**config.mk**
```make
export PLATFORM = sky130hd
export DESIGN_NAME = rstk_single
export DESIGN_NICKNAME = d
export VERILOG_FILES = /design/src/rtl/rstk_pkg.sv /design/src/rtl/rstk_event_decode.sv /design/src/rtl/rstk_entry_reg.sv /design/src/rtl/rstk_single.sv
export SDC_FILE = /design/constraint.sdc
export NUM_CORES = 1
export LEC_CHECK = 0
export CORE_UTILIZATION = 38
export DETAILED_ROUTE_END_ITERATION = 16
export GPL_TIMING_DRIVEN = 0
export HOLD_SLACK_MARGIN = 0.1
export PLACE_DENSITY = 0.85
export SLEW_MARGIN = 0
export SYNTH_ARGS = -nofsm -noshare
export SYNTH_HDL_FRONTEND = slang
export SYNTH_SLANG_ARGS = --single-unit
```
**constraint.sdc**
```tcl
create_clock -name clk -period 1.7 [get_ports clk]
set_clock_uncertainty 0.15 [all_clocks]
set_input_delay 0.34 -clock clk [delete_from_list [all_inputs] [get_ports clk]]
set_output_delay 0.34 -clock clk [all_outputs]
set_load 0.02 [all_outputs]
```
**src/rtl/rstk_pkg.sv**
```systemverilog
// Package: shared sizes and the entry type for the single-level return stack.
// Assumes a program counter no wider than 32 bits.
package rstk_pkg;

    localparam int unsigned PC_W_DEF = 13;

    // Decoded per-cycle commands from the event strobes.
    typedef struct packed {
        logic save_pc;     // write the address field
        logic save_carry;  // write the carry field
        logic restore_c;   // pop asks for the carry back
    } rstk_cmd_t;

endpackage

```
**src/rtl/rstk_event_decode.sv**
```systemverilog
// Module: rstk_event_decode
// Turns the four event strobes into save and restore commands.
// An interrupt entry outranks a call, so a cycle with both saves the carry.
// Assumes the strobes are already synchronous to clk.
module rstk_event_decode
    import rstk_pkg::*;
(
    input  logic       call_i,
    input  logic       irq_i,
    input  logic       ret_i,
    input  logic       reti_i,
    output rstk_cmd_t  cmd_o
);

    logic pop_any;

    // Purpose: form the save and restore commands.
    always_comb begin
        cmd_o            = '0;
        cmd_o.save_pc    = call_i | irq_i;
        cmd_o.save_carry = irq_i;
        cmd_o.restore_c  = reti_i;
    end

    // Purpose: note whether a pop of any kind is requested (for the check below).
    always_comb pop_any = ret_i | reti_i;

    // a plain return never asks for the carry.
    always_comb begin
        if (ret_i && !reti_i) begin
            a_plain_ret_no_carry_r5: assert (!cmd_o.restore_c && pop_any);
        end
    end

endmodule

```
**src/rtl/rstk_entry_reg.sv**
```systemverilog
// Module: rstk_entry_reg
// Holds the one saved return context: address and carry, written separately.
// Assumes a synchronous active-low reset that clears both fields.
module rstk_entry_reg #(
    parameter int unsigned PC_W = rstk_pkg::PC_W_DEF
) (
    input  logic            clk,
    input  logic            rst_n,
    input  logic            we_pc,
    input  logic            we_carry,
    input  logic [PC_W-1:0] pc_d,
    input  logic            carry_d,
    output logic [PC_W-1:0] pc_q,
    output logic            carry_q
);

    // Purpose: address field; replaced on every save.
    always_ff @(posedge clk) begin
        if (!rst_n)     pc_q <= '0;
        else if (we_pc) pc_q <= pc_d;
    end

    // Purpose: carry field; replaced only on interrupt entry.
    always_ff @(posedge clk) begin
        if (!rst_n)        carry_q <= 1'b0;
        else if (we_carry) carry_q <= carry_d;
    end

    p_save_pc_r2: assert property (@(posedge clk) disable iff (!rst_n)
        we_pc |=> pc_q == $past(pc_d));

    p_save_carry_r3: assert property (@(posedge clk) disable iff (!rst_n)
        we_carry |=> carry_q == $past(carry_d));

    p_hold_carry_r4: assert property (@(posedge clk) disable iff (!rst_n)
        (we_pc && !we_carry) |=> $stable(carry_q));

    p_hold_pc_r7: assert property (@(posedge clk) disable iff (!rst_n)
        !we_pc |=> $stable(pc_q));

    p_reset_clear_r9: assert property (@(posedge clk)
        !rst_n |=> (pc_q == '0 && !carry_q));

endmodule

```
**src/rtl/rstk_single.sv**
```systemverilog
// Module: rstk_single (top)
// One-entry return stack for a sequencer's PC plus carry flag.
// Saves on call or interrupt (carry only on interrupt). Pops are read-only:
// the stored entry is always on the outputs, and carry_load_o flags an
// interrupt return. Assumes the caller passes an already incremented address.
module rstk_single
    import rstk_pkg::*;
#(
    parameter int unsigned PC_W = PC_W_DEF
) (
    input  logic            clk,
    input  logic            rst_n,
    input  logic [PC_W-1:0] pc_i,
    input  logic            carry_i,
    input  logic            call_i,
    input  logic            irq_i,
    input  logic            ret_i,
    input  logic            reti_i,
    output logic [PC_W-1:0] ret_pc_o,
    output logic            ret_carry_o,
    output logic            carry_load_o
);

    rstk_cmd_t       cmd;
    logic [PC_W-1:0] pc_q;
    logic            carry_q;

    rstk_event_decode u_dec (
        .call_i (call_i),
        .irq_i  (irq_i),
        .ret_i  (ret_i),
        .reti_i (reti_i),
        .cmd_o  (cmd)
    );

    rstk_entry_reg #(.PC_W(PC_W)) u_entry (
        .clk      (clk),
        .rst_n    (rst_n),
        .we_pc    (cmd.save_pc),
        .we_carry (cmd.save_carry),
        .pc_d     (pc_i),
        .carry_d  (carry_i),
        .pc_q     (pc_q),
        .carry_q  (carry_q)
    );

    // Purpose: expose the old entry to any pop in this cycle.
    always_comb begin
        ret_pc_o     = pc_q;
        ret_carry_o  = carry_q;
        carry_load_o = cmd.restore_c;
    end

    p_irq_wins_r10: assert property (@(posedge clk) disable iff (!rst_n)
        (call_i && irq_i) |=> ret_carry_o == $past(carry_i));

    p_pop_sees_old_r8: assert property (@(posedge clk) disable iff (!rst_n)
        (ret_i || reti_i) && !call_i && !irq_i |=> $stable(ret_pc_o));

endmodule

```
==> run metrics <==
Lkg Pwr 0.397 nW; drt via density 5.34; Setup-failing EPs final 0; multi-input logic area 274 um2; most common cell after layout, fill and taps aside clkdlybuf4s50_1; Hold Crit Class in2reg; Global Route Usage Sum 16.4%; port bufs 31; Critical Path Start reti_i; Crit Path Class in2out; critical-path cell list buf_4 -> clkdlybuf4s50_1; dominant cell type by area after synthesis dfxtp_1; Final min period 1490 ps; RePlAce Congestion 0.677; Die H 41.6 um; synth-to-layout area growth 58.3%; largest stage delay on the critical path 580 ps; Vias 603; hold path cells 3; initial detailed-routing violation count 7; reg2reg setup slack 960 ps; worst hold path endpoint u_entry.pc_q[10]; syn_nets 83; max-cap violation count 0; Post-Route WL 1400 um; Finished Layout Cells 113; hold path start rst_n; Switching Fraction 26.9%; Worst Reg-to-Reg Cells 2; critical path startpoint category input port; first drt pass iteration count 3; pwr dens 813 nW/um2; Total Nets Final 119; placed cells 109; fin area 945 um2; highest ir drop seen on vdd 0.539 mV; number of cells on the critical path 2; most frequent cells in the layout clkdlybuf4s50_1 (17), dlygate4sd2_1 (14), dfxtp_1 (14); # fillers 128; Worst R2R End u_entry.carry_q; measured slew at the worst slew-check pin 445 ps; pin count of the biggest net entering global routing 11; Rows 13; top post-synthesis cells by area dfxtp_1 (47%), o211ai_1 (16%), o21ai_2 (15%); Mean Syn Cell Area 9.47 um2; sequential fraction of design power 46.6%; Reg area 280 um2; Seq/Total Area, Yosys 47.0%; root buffer cell clkbuf_4; worst path bufs/invs 2; clock insertion delay at the later pin of the skew report 280 ps; TritonCTS clock tree built; P_int 0.561 mW; Yosys reg bits 14; Longest Clk Path Bufs 2; CTS sink count 14; die area 1730 um2; crit end category output pin; layout cells sized above 1 21.4%; Psw 0.207 mW; final-report hold violation count 0; slowest cell on the critical path clkdlybuf4s50_1; fin crit share 87.4%; hold_buf cts 0; Cells after Synth 63; Largest delay share family, worst path buffers and inverters; CP arrival 1000 ps; RSZ-0062 raised after global routing false; Cell Area, Placed 926 um2; Slew headroom 70.3%; DR WL/cell 12.4 um; Post-Syn Area 597 um2; Comb pwr share 21.6%; area fraction of the dominant cell type after synthesis 47.0%; library cells used by synthesis 12; HPWL Detailed 1030 um; Crit path required time 1210 ps; Routed Antenna Nets 0; clock-pin slew on the worst setup and hold paths 90 ps; Core Footprint 1380 um2; gr ovfl total 0; vias in the first global route 519; DIE WIDTH 41.6 um; Synth warnings 0; Pwr Total 0.768 mW; Max Fclk 673 MHz; H-tree depth 1; residual DRC count 0; CTS Buf Count 3; top-level I/O count 35; status finished, final reports clean; first-pass GRT wire length 2210 um; Clk pwr share 31.7%; Slew Limit Fails 0; initial antenna violation count 0; Post-CTS Setup Inserts 0; # diodes 0; Initial Util 43.2%; Max Fanout on Critical Path 1; Reg-to-Reg Start u_entry.carry_q
[logic make-up (layout without fill, tap and decap cells)]
family	after synthesis	count (layout)	share of synthesized area (%)
muxes	1	1	1.68
and+or+nand+nor	15	15	10.7
AOI/OAI and AO/OA	26	26	33.5
buffers and inverters	7	42	7.13
DFF	14	14	47.0
[power groups by stage]
stage / clock, mW / sequential [mW] / combinational, mW
floorplan: 0 / 0.394 / 0.0596
global placement: 0 / 0.367 / 0.179
detailed placement: 0 / 0.367 / 0.182
CTS: 0.252 / 0.358 / 0.168
global route: 0.260 / 0.361 / 0.177
finish: 0.243 / 0.358 / 0.166
[through the flow]
| stage | TNS [ps] | utilization, % | setup slack, ps | hold slack, ps |
|---|---|---|---|---|
| finish | 0 | 68.3 | 215 | 216 |
| global route | 0 | 68.3 | 200 | 223 |
| CTS | 0 | 68.3 | 213 | 208 |
| detailed placement | -211 | 67.0 | -32.9 | 293 |
| global placement | -0.760 | 67.0 | -0.760 | 287 |
| floorplan | 0 | - | 618 | 343 |
[worst min-delay path, delay by kind of cell]
kind | cells | cell delay, ps
and+or+nand+nor | 1 | 80
buffers and inverters | 1 | 150
AOI/OAI and AO/OA | 1 | 50
[timing repair]
| item | in CTS | in global routing |
|---|---|---|
| setup endpoints to repair | 14 | 0 |
| hold endpoints to repair | 0 | 0 |
| resized for setup | 14 | 0 |
[how the worst max path moves through the flow]
stage,slack (ps),to
floorplan,620,u_entry.pc_q[12]
global placement,-0.8,u_entry.pc_q[5]
detailed placement,-30,u_entry.pc_q[8]
CTS,210,carry_load_o
global route,200,u_entry.pc_q[2]
finish,210,carry_load_o
[per-layer routing]
metal / routed length [um] / GRT usage [%] / vias up
li1: - / - / 296
met1: 599 / 19.1 / 279
met2: 679 / 27.2 / 25
met3: 107 / 7.39 / 3
met4: 10 / 3.87 / 0
met5: 0 / 0 / -
[synth_stat cells]
cell,number
or2_4,1
mux2i_1,1
nand2_1,13
clkbuf_1,1
buf_4,1
dfxtp_1,14
o21ai_2,10
buf_2,4
o211ai_1,13
nor2b_1,1
buf_6,1
o21ai_1,3
[final cells by class]
class                           count  area share [%]
Timing Repair Buffer               31            31.0
Sequential cell                    14            29.7
Multi-Input combinational cell     42            29.0
Buffer                              7            4.50
Clock buffer                        4            3.84
Tap cell                           15            1.99
[flip-flops by register name (all words and copies together) (netlist names)]
| name | cells |
|---|---|
| u_entry.pc_q | 13 |
| u_entry.carry_q | 1 |
Power figures use the tool's default switching activity.
